## config.mk

```make
export PLATFORM = sky130hd
export DESIGN_NAME = rename_ckpt_table
export DESIGN_NICKNAME = d
export VERILOG_FILES = /design/src/rtl/rn_pkg.sv /design/src/rtl/rn_alloc.sv /design/src/rtl/rn_lookup.sv /design/src/rtl/rn_ckpt_store.sv /design/src/rtl/rename_ckpt_table.sv
export SDC_FILE = /design/constraint.sdc
export NUM_CORES = 1
export LEC_CHECK = 0
export CAP_MARGIN = 15
export CORE_MARGIN = 2
export CORE_UTILIZATION = 30
export CTS_BUF_LIST = sky130_fd_sc_hd__clkbuf_8
export CTS_CLUSTER_DIAMETER = 120
export DETAILED_ROUTE_END_ITERATION = 10
export GPL_TIMING_DRIVEN = 0
export HOLD_SLACK_MARGIN = 0.06
export SLEW_MARGIN = 20
export SYNTH_ARGS = -nofsm -noshare
export SYNTH_HDL_FRONTEND = slang
export SYNTH_SLANG_ARGS = --single-unit
```

## constraint.sdc

```tcl
create_clock -name clk_i -period 4.25 [get_ports clk_i]
set_clock_uncertainty 0.2 [all_clocks]
set_input_delay 0.425 -clock clk_i [delete_from_list [all_inputs] [get_ports clk_i]]
set_output_delay 0.425 -clock clk_i [all_outputs]
set_load 0.005 [all_outputs]
```

## src/rtl/rn_pkg.sv

```systemverilog
package rn_pkg;
  localparam int unsigned RN_SLOTS = 2;
  localparam int unsigned RN_SRCS  = 2;
  localparam int unsigned RN_DEF_ARCH = 8;
  localparam int unsigned RN_DEF_PHYS = 16;
  localparam int unsigned RN_DEF_CKPT = 4;
endpackage

```

## src/rtl/rn_alloc.sv

```systemverilog
module rn_alloc #(
  parameter int unsigned NUM_PHYS = 16,
  localparam int unsigned PW = $clog2(NUM_PHYS)
) (
  input  logic [NUM_PHYS-1:0] free_i,
  output logic [PW-1:0]       tag0_o,
  output logic                ok0_o,
  output logic [PW-1:0]       tag1_o,
  output logic                ok1_o
);
  logic [NUM_PHYS-1:0] rest;

  always_comb begin
    tag0_o = '0;
    ok0_o  = 1'b0;
    for (int i = NUM_PHYS-1; i >= 0; i--) begin
      if (free_i[i]) begin
        tag0_o = PW'(i);
        ok0_o  = 1'b1;
      end
    end
  end

  always_comb begin
    rest = free_i;
    if (ok0_o) rest[tag0_o] = 1'b0;
  end

  always_comb begin
    tag1_o = '0;
    ok1_o  = 1'b0;
    for (int i = NUM_PHYS-1; i >= 0; i--) begin
      if (rest[i]) begin
        tag1_o = PW'(i);
        ok1_o  = 1'b1;
      end
    end
  end
endmodule

```

## src/rtl/rn_lookup.sv

```systemverilog
module rn_lookup #(
  parameter int unsigned NUM_ARCH = 8,
  parameter int unsigned NUM_PHYS = 16,
  localparam int unsigned AW = $clog2(NUM_ARCH),
  localparam int unsigned PW = $clog2(NUM_PHYS)
) (
  input  logic [NUM_ARCH-1:0]         map_vld_i,
  input  logic [NUM_ARCH-1:0][PW-1:0] map_tag_i,
  input  logic [AW-1:0]               src_i,
  input  logic                        byp_en_i,
  input  logic [AW-1:0]               byp_dst_i,
  input  logic [PW-1:0]               byp_tag_i,
  output logic [PW-1:0]               tag_o,
  output logic                        arch_o
);
  logic hit;
  assign hit = byp_en_i && (byp_dst_i == src_i);

  always_comb begin
    if (hit) begin
      tag_o  = byp_tag_i;
      arch_o = 1'b0;
    end else begin
      tag_o  = map_tag_i[src_i];
      arch_o = !map_vld_i[src_i];
    end
  end
endmodule

```

## src/rtl/rn_ckpt_store.sv

```systemverilog
module rn_ckpt_store #(
  parameter int unsigned NUM_ARCH = 8,
  parameter int unsigned NUM_PHYS = 16,
  parameter int unsigned NUM_CKPT = 4,
  localparam int unsigned AW = $clog2(NUM_ARCH),
  localparam int unsigned PW = $clog2(NUM_PHYS),
  localparam int unsigned CW = (NUM_CKPT > 1) ? $clog2(NUM_CKPT) : 1
) (
  input  logic                        clk_i,
  input  logic                        rst_ni,
  input  logic                        save_i,
  input  logic [CW-1:0]               save_idx_i,
  input  logic [NUM_ARCH-1:0]         save_vld_i,
  input  logic [NUM_ARCH-1:0][PW-1:0] save_tag_i,
  input  logic [NUM_PHYS-1:0]         save_free_i,
  input  logic                        cmt_valid_i,
  input  logic [AW-1:0]               cmt_arch_i,
  input  logic [PW-1:0]               cmt_tag_i,
  input  logic [CW-1:0]               rd_idx_i,
  output logic [NUM_ARCH-1:0]         rd_vld_o,
  output logic [NUM_ARCH-1:0][PW-1:0] rd_tag_o,
  output logic [NUM_PHYS-1:0]         rd_free_o
);
  logic [NUM_CKPT-1:0][NUM_ARCH-1:0]         ck_vld_q;
  logic [NUM_CKPT-1:0][NUM_ARCH-1:0][PW-1:0] ck_tag_q;
  logic [NUM_CKPT-1:0][NUM_PHYS-1:0]         ck_free_q;

  for (genvar c = 0; c < NUM_CKPT; c++) begin : g_slot
    always_ff @(posedge clk_i or negedge rst_ni) begin
      if (!rst_ni) begin
        ck_vld_q[c]  <= '0;
        ck_tag_q[c]  <= '0;
        ck_free_q[c] <= '1;
      end else if (save_i && (save_idx_i == CW'(c))) begin
        ck_vld_q[c]  <= save_vld_i;
        ck_tag_q[c]  <= save_tag_i;
        ck_free_q[c] <= save_free_i;
      end else if (cmt_valid_i) begin
        // older writer retired while the snapshot is held
        ck_free_q[c][cmt_tag_i] <= 1'b1;
        if (ck_vld_q[c][cmt_arch_i] && ck_tag_q[c][cmt_arch_i] == cmt_tag_i)
          ck_vld_q[c][cmt_arch_i] <= 1'b0;
      end
    end
  end

  assign rd_vld_o  = ck_vld_q[rd_idx_i];
  assign rd_tag_o  = ck_tag_q[rd_idx_i];
  assign rd_free_o = ck_free_q[rd_idx_i];
endmodule

```

## src/rtl/rename_ckpt_table.sv

```systemverilog
module rename_ckpt_table
  import rn_pkg::*;
#(
  parameter int unsigned NUM_ARCH = RN_DEF_ARCH,
  parameter int unsigned NUM_PHYS = RN_DEF_PHYS,
  parameter int unsigned NUM_CKPT = RN_DEF_CKPT,
  localparam int unsigned AW = $clog2(NUM_ARCH),
  localparam int unsigned PW = $clog2(NUM_PHYS),
  localparam int unsigned CW = (NUM_CKPT > 1) ? $clog2(NUM_CKPT) : 1,
  localparam int unsigned NS = RN_SLOTS * RN_SRCS
) (
  input  logic                   clk_i,
  input  logic                   rst_ni,
  input  logic [RN_SLOTS-1:0]    ren_valid_i,
  input  logic [RN_SLOTS-1:0]    ren_we_i,
  input  logic [RN_SLOTS*AW-1:0] ren_dst_i,
  input  logic [NS*AW-1:0]       ren_src_i,
  output logic                   ren_ready_o,
  output logic [NS*PW-1:0]       rsp_src_tag_o,
  output logic [NS-1:0]          rsp_src_arch_o,
  output logic [RN_SLOTS*PW-1:0] rsp_dst_tag_o,
  input  logic                   ckpt_save_i,
  input  logic [CW-1:0]          ckpt_save_idx_i,
  input  logic                   recover_i,
  input  logic [CW-1:0]          recover_idx_i,
  input  logic                   cmt_valid_i,
  input  logic [AW-1:0]          cmt_arch_i,
  input  logic [PW-1:0]          cmt_tag_i
);
  logic [NUM_ARCH-1:0]         map_vld_q, map_vld_d;
  logic [NUM_ARCH-1:0][PW-1:0] map_tag_q, map_tag_d;
  logic [NUM_PHYS-1:0]         free_q, free_d;

  logic [NUM_ARCH-1:0]         ck_vld, base_vld, cm_vld;
  logic [NUM_ARCH-1:0][PW-1:0] ck_tag, base_tag;
  logic [NUM_PHYS-1:0]         ck_free, base_free, cm_free;

  logic [PW-1:0] a_tag0, a_tag1, dtag0, dtag1;
  logic          a_ok0, a_ok1, wr0, wr1, room, fire;
  logic [1:0]    need;
  logic [AW-1:0] dst0, dst1;

  assign dst0 = ren_dst_i[0 +: AW];
  assign dst1 = ren_dst_i[AW +: AW];
  assign wr0  = ren_valid_i[0] && ren_we_i[0];
  assign wr1  = ren_valid_i[1] && ren_we_i[1];
  assign need = 2'(wr0) + 2'(wr1);

  rn_alloc #(.NUM_PHYS(NUM_PHYS)) u_alloc (
    .free_i (free_q),
    .tag0_o (a_tag0),
    .ok0_o  (a_ok0),
    .tag1_o (a_tag1),
    .ok1_o  (a_ok1)
  );

  always_comb begin
    unique case (need)
      2'd0:    room = 1'b1;
      2'd1:    room = a_ok0;
      default: room = a_ok1;
    endcase
  end

  assign ren_ready_o = !recover_i && room;
  assign fire        = ren_ready_o;
  assign dtag0       = a_tag0;
  assign dtag1       = wr0 ? a_tag1 : a_tag0;
  assign rsp_dst_tag_o = {dtag1, dtag0};

  // restore source, then commit fix-up, then the group's writes
  assign base_vld  = recover_i ? ck_vld  : map_vld_q;
  assign base_tag  = recover_i ? ck_tag  : map_tag_q;
  assign base_free = recover_i ? ck_free : free_q;

  always_comb begin
    cm_vld  = base_vld;
    cm_free = base_free;
    if (cmt_valid_i) begin
      cm_free[cmt_tag_i] = 1'b1;
      if (base_vld[cmt_arch_i] && base_tag[cmt_arch_i] == cmt_tag_i)
        cm_vld[cmt_arch_i] = 1'b0;
    end
  end

  always_comb begin
    map_vld_d = cm_vld;
    map_tag_d = base_tag;
    free_d    = cm_free;
    if (fire && wr0) begin
      map_vld_d[dst0] = 1'b1;
      map_tag_d[dst0] = dtag0;
      free_d[dtag0]   = 1'b0;
    end
    if (fire && wr1) begin
      map_vld_d[dst1] = 1'b1;
      map_tag_d[dst1] = dtag1;
      free_d[dtag1]   = 1'b0;
    end
  end

  for (genvar g = 0; g < NS; g++) begin : g_src
    localparam int unsigned SLOT = g / RN_SRCS;
    logic byp_en;
    if (SLOT == 0) begin : g_old
      assign byp_en = 1'b0;
    end else begin : g_young
      assign byp_en = wr0;
    end
    rn_lookup #(.NUM_ARCH(NUM_ARCH), .NUM_PHYS(NUM_PHYS)) u_lkp (
      .map_vld_i (cm_vld),
      .map_tag_i (map_tag_q),
      .src_i     (ren_src_i[g*AW +: AW]),
      .byp_en_i  (byp_en),
      .byp_dst_i (dst0),
      .byp_tag_i (dtag0),
      .tag_o     (rsp_src_tag_o[g*PW +: PW]),
      .arch_o    (rsp_src_arch_o[g])
    );
  end

  rn_ckpt_store #(
    .NUM_ARCH(NUM_ARCH), .NUM_PHYS(NUM_PHYS), .NUM_CKPT(NUM_CKPT)
  ) u_ckpt (
    .clk_i       (clk_i),
    .rst_ni      (rst_ni),
    .save_i      (ckpt_save_i && fire),
    .save_idx_i  (ckpt_save_idx_i),
    .save_vld_i  (map_vld_d),
    .save_tag_i  (map_tag_d),
    .save_free_i (free_d),
    .cmt_valid_i (cmt_valid_i),
    .cmt_arch_i  (cmt_arch_i),
    .cmt_tag_i   (cmt_tag_i),
    .rd_idx_i    (recover_idx_i),
    .rd_vld_o    (ck_vld),
    .rd_tag_o    (ck_tag),
    .rd_free_o   (ck_free)
  );

  always_ff @(posedge clk_i or negedge rst_ni) begin
    if (!rst_ni) begin
      map_vld_q <= '0;
      map_tag_q <= '0;
      free_q    <= '1;
    end else begin
      map_vld_q <= map_vld_d;
      map_tag_q <= map_tag_d;
      free_q    <= free_d;
    end
  end
endmodule

```

Yosys cells after proc, flatten, opt, wreduce, memory -nomap -nowiden. Cells that the tools add are included.

Bits in registers: 280. Input bits: 38. Output and inout bits: 29. Word-level logic and storage cells: 302.

Add/subtract/negate cells: 1. Order comparisons: 17. Eq/ne operators: 11. Muxes and demuxes: 163. Bitwise gates (word level): 18. Reduce and logical (&&, ||, !) cells: 42.

Operator list (number): two-way mux 16 bit (14); two-way mux 4 bit (46); two-way mux 8 bit (18); two-way mux 32 bit (4); binary-select mux 4 bit (select 3 bit) (9); OR 16 bit (5); binary-select mux 32 bit (select 2 bit) (1); bitwise mux 32 bit (2); two-way mux 1 bit (49); AND 16 bit (3); AND 8 bit (5); binary-select mux 16 bit (select 2 bit) (1); NOT 16 bit (2); < comparator 3 x 4 -> 1 bit (second input constant) (7); binary-select mux 1 bit (select 3 bit) (9); demux 4 bit (select 3 bit) (2); logical AND 1 bit (23); == test 4 bit (5); binary-select mux 8 bit (select 2 bit) (1); OR 8 bit (2); nonzero test 2 bit (8); < comparator 4 x 5 -> 1 bit (second input constant) (3); demux 1 bit (select 4 bit) (3); >= comparator 4 x 1 -> 1 bit (second input constant) (3); 12 further kinds (27).

Depth between registers and ports, before layout. Gate-level depths: netlist of the first run.

Word-level depth: 48. Depth in mapped cells: 17. Depth with buffers taken out: 12.

Hierarchy. A second synthesis of the first run with hierarchy kept.

Cells, all modules: 1614. Area total of the unflattened synthesis: 18257.5 um2.

By module, submodules not included: rn_ckpt_store (instances 1, cells each 936, area an instance 11708.7 um2, seq. area each 5685.5 um2); rename_ckpt_table (instances 1, cells each 462, area an instance 4159.0 um2, seq. area each 1421.4 um2); rn_lookup (instances 4, cells each 27, area an instance 429.2 um2, seq. area each 0.0 um2); rn_alloc (instances 1, cells each 108, area an instance 673.1 um2, seq. area each 0.0 um2).

Worst setup path after synthesis of the first run. OpenSTA, ideal clock, no wires.

Kind: in2out. Start: input recover_idx_i[0]. End: output rsp_src_arch_o[0]. Arrival time: 3.577 ns. Required time: 3.625 ns. Slack: 0.048 ns. Stages: 13. Cells stage by stage: buf_2 -> buf_2 -> mux4_2 -> mux2i_1 -> o22ai_1 -> nor4_1 -> xnor2_1 -> nor4_2 -> a21o_1 -> inv_1 -> mux4_2 -> a21oi_1 -> buf_4.

Word-level cells in the longest chain between the ends: 12. Elaborated cells on any way between the ends: 18. Those cells by class: 1 x eq/ne; 14 x mux; 1 x bitwise; 2 x reduce/logical.

RTL lines: start, declared (line rename_ckpt_table.sv:25) `input logic [CW-1:0] recover_idx_i,`; binary-select mux 32 bit (select 2 bit) (line rn_ckpt_store.sv:48) `assign rd_tag_o = ck_tag_q[rd_idx_i];`; two-way mux 32 bit (implied by the code) (line rn_ckpt_store.sv:48); two-way mux 32 bit (line rename_ckpt_table.sv:73) `assign base_tag = recover_i ? ck_tag : map_tag_q;`; binary-select mux 4 bit (select 3 bit) (line rename_ckpt_table.sv:81) `if (base_vld[cmt_arch_i] && base_tag[cmt_arch_i] == cmt_tag_i)`; two-way mux 4 bit (implied by the code) (line rename_ckpt_table.sv:81); == test 4 bit (line rename_ckpt_table.sv:81); logical AND 1 bit (line rename_ckpt_table.sv:81); two-way mux 8 bit (line rename_ckpt_table.sv:81); two-way mux 8 bit (*) (line rename_ckpt_table.sv:79) `if (cmt_valid_i) begin`; binary-select mux 1 bit (select 3 bit) (*) (line rn_lookup.sv:25) `arch_o = !map_vld_i[src_i];`; two-way mux 1 bit (implied by the code) (*) (line rn_lookup.sv:25); zero test 1 bit (*) (line rn_lookup.sv:25); end, declared (line rename_ckpt_table.sv:20) `output logic [NS-1:0] rsp_src_arch_o,`.

Every way passes the cells marked *; elsewhere a longest branch is shown, timed or not. The select of a mux whose other input is x is not followed.

Worst setup path in the final report of the first run.
Start: register u_ckpt.ck_tag_q[64] (netlist bit). End: output rsp_src_arch_o[1].

Word-level cells in the longest chain between the ends: 12.

RTL lines: start, declared (line rn_ckpt_store.sv:25) `logic [NUM_CKPT-1:0][NUM_ARCH-1:0][PW-1:0] ck_tag_q;`; start signal, assigned by index (line rn_ckpt_store.sv:36) `ck_tag_q[c] <= save_tag_i;`; binary-select mux 32 bit (select 2 bit) (line rn_ckpt_store.sv:48); two-way mux 32 bit (implied by the code) (line rn_ckpt_store.sv:48); two-way mux 32 bit (line rename_ckpt_table.sv:73); binary-select mux 4 bit (select 3 bit) (line rename_ckpt_table.sv:81); two-way mux 4 bit (implied by the code) (line rename_ckpt_table.sv:81); == test 4 bit (line rename_ckpt_table.sv:81); logical AND 1 bit (line rename_ckpt_table.sv:81); two-way mux 8 bit (line rename_ckpt_table.sv:81); two-way mux 8 bit (line rename_ckpt_table.sv:79); binary-select mux 1 bit (select 3 bit) (line rn_lookup.sv:25); two-way mux 1 bit (implied by the code) (line rn_lookup.sv:25); zero test 1 bit (line rn_lookup.sv:25).

No other way between the ends. The select of a mux whose other input is x is not followed.

==> results of run 1 <==
==> power by group <==
part	leakage [nW]	internal, mW	switching, mW	total [mW]
clock	0.592	1.49	1.21	2.69
sequential	3.33	3.84	1.07	4.91
combinational	5.56	3.18	3.51	6.69
total	9.48	8.50	5.78	14.3
==> state kept, by name (all words and copies together), names as in the netlist <==
| name | count |
|---|---|
| u_ckpt.ck_tag_q | 128 |
| u_ckpt.ck_free_q | 64 |
| map_tag_q | 32 |
| u_ckpt.ck_vld_q | 32 |
| free_q | 16 |
| map_vld_q | 8 |
==> cell type report <==
class | instances | area [um2] | share of cell area (%)
multi-input combinational | 1171 | 10580 | 46.09
buffer | 121 | 763.2 | 3.324
sequential | 280 | 7107 | 30.95
clock inverter | 22 | 152.6 | 0.6647
clock buffer | 65 | 894.6 | 3.896
timing repair buffer | 233 | 2201 | 9.584
tap | 756 | 945.9 | 4.119
inverter | 79 | 309.0 | 1.346
antenna | 3 | 7.507 | 0.03269
==> cell usage in the layout, fill, tap and decap left out, types with 69 or more instances in the layout <==
cell       n
dfstp_2   80
o21ai_0  125
dfrtp_1  200
a21oi_1   99
a22oi_1   69
nor2_1   111
mux4_2    92
nand2_1   87
inv_1     82
buf_4    150
==> through the flow <==
stage	total power [mW]	util (%)	hold slack, ns
global route	14.81	40.80	0.2593
finish	14.29	40.81	0.2328
floorplan	7.443	-	-0.07059
CTS	13.21	38.12	0.2256
global placement	9.293	32.90	0.2833
detailed placement	9.422	33.12	0.2551
==> path summary, 6_finish.rpt <==
path	startpoint	to
min	rst_ni	map_vld_q[3]
min in group clk_i	u_ckpt.ck_tag_q[125]	u_ckpt.ck_tag_q[125]
max	u_ckpt.ck_tag_q[64]	rsp_src_arch_o[1]
max in group asynchronous	rst_ni	map_tag_q[25]
min reg2reg	u_ckpt.ck_tag_q[125]	u_ckpt.ck_tag_q[125]
max reg2reg	free_q[15]	map_tag_q[1]
==> cells by family after synthesis <==
logic type,count (synthesis),synth area share (%)
and+or+nand+nor,397,11.84
DFF,280,41.73
buffers and inverters,212,5.165
muxes,227,20.48
adders and majority gates,2,0.1469
xor gates and xnor gates,25,1.286
AOI/OAI and AO/OA,519,19.35
==> layer usage <==
| metal | up-vias | share of wire, % | global-route usage (%) |
|---|---|---|---|
| met2 | 1211 | 45 | 38.33 |
| li1 | 6797 | - | - |
| met1 | 8463 | 39 | 32.60 |
| met3 | 258 | 9.9 | 4.907 |
| met4 | 0 | 5.9 | 11.93 |
| met5 | - | 0 | 0 |
==> repair_timing <==
action                     4_1_cts  5_1_grt
hold buffers                     1        0
hold endpoints to repair        72        0
gates resized for setup        238      296
gates cloned                     1        0
setup endpoints to repair      294      267
pin swaps                       42       58
buffers inserted                99       76
==> metrics.cfg, run 1 <==
[status]
outcome = complete, but fails checks
failed_checks = negative setup slack

[yosys]
ys_seq_area_share_pct = 41.73
syn-instance-count = 1662
synth_fp_nets = 1702
netlist_area_um2 = 17030
synth_edf_count = 0
synth_commonest_cells = dfrtp_1 (200), o21ai_0 (158), a21oi_1 (125)
synth_top_area_share_pct = 29.39
ys.flop_type = dfrtp_1
async_flop_share_pct = 100.0
yosys.cell_count.top_type = dfrtp_1
ys_ff_latch = 280
synth_cell_types = 79
synthTopCellsByArea = dfrtp_1 (29%), dfstp_2 (12%), mux4_2 (12%), mux2i_1 (4.9%), o21ai_0 (4.6%)
synth.largest_area_cell = dfrtp_1
syn_avg_cell_area_um2 = 10.25
yosys_warnings = 0

[floorplan]
die_w_um = 242.3
num_rows = 87
die_area_um2 = 58690
initial_utilization_pct = 30.26
io_pins = 67
die_h_um = 242.3
coreArea_um2 = 56280

[timing]
fin_crit_sh_pct = 108.6
fmax_mhz = 216.7
setup-violations-final = 10
relSlewSlack_pct = 36.66
setup-tns-final_ns = -1.525
tightest_slew_ns = 0.9501
rsz0062_at_grt = yes
min_period_ns = 4.615
worst_slack_ns = -0.3649
hold_viol = 0
maxSlewViolCount = 0

[critical_path]
crit_path_start_kind = flop
crit_type = reg2out
reg2reg_depth = 21
end_kind = output pin
slowest_stage = mux4_2
crit_buf_inv = 4
path_depth = 14
crit_family = multiplexers
r2r_slack_ns = -0.04
crit_arrival_ns = 3.99
cp_max_fo = 7
critPathRequiredTime_ns = 3.62
path_cells = mux4_2, mux2i_1, o22ai_1, nor4_4, xnor2_2, nor4_4, buf_6, buf_6, a21oi_4, inv_2, mux4_2, nor2_2, a21oi_2, buf_6
cpPeakStageDelay_ns = 0.57
path_common_cell = buf_6

[clock_tree]
clk_pin_slew_ns = 0.07
cts_inserted_buffers = 48
clk_latency_ns = 0.61
clockBufferDepth = 3
clkSinkCount = 280
htree_levels = 2
cts_tree = done
cts-root-buf = clkbuf_8

[global_route]
grt_pass1_vias = 16020
grt_pass1_wl_um = 108400
grt_max_degree = 74
grtUsageTotal_pct = 24.56
antenna_found_initial = 4
gr-total-overflow = 0

[cells_and_area]
nets = 1974
design_area_um2 = 22960
area_delta_synth_final_pct = 34.85
drive_above_1_share_pct = 39.88
fin_cells = 2730
nFillCells = 5314

[route]
drc = 0
firstDrtPassIters = 5
vias_per_cell = 6.128
drtIter0Drc = 2253
wl_per_cell_um = 27.80
drtAntennaViolNets = 0
wl_um = 75890
num_vias = 16729

[placed_design]
dp_slack_ns = -2.171
portBuffers = 54
dp.cells = 2476
placed_area_um2 = 18640
hpwl_um = 52870
place.gp.congestion = 0.9558

[power_and_ir_drop]
ir_drop_uv = 247.8
power_leakage_nw = 9.478
powerDensity_nw_per_um2 = 622.2

[flow_run]
maxCapViolCount = 0

[hold_path]
worst_hold_path_type = in2async

Power figures use the tool's default switching activity.
==> run 2, diff against run 1 <==
HOLD_SLACK_MARGIN = 0.08   (was 0.06)
==> results of run 2 <==
Final layout, timing and power as in run 1 (identical DEF).
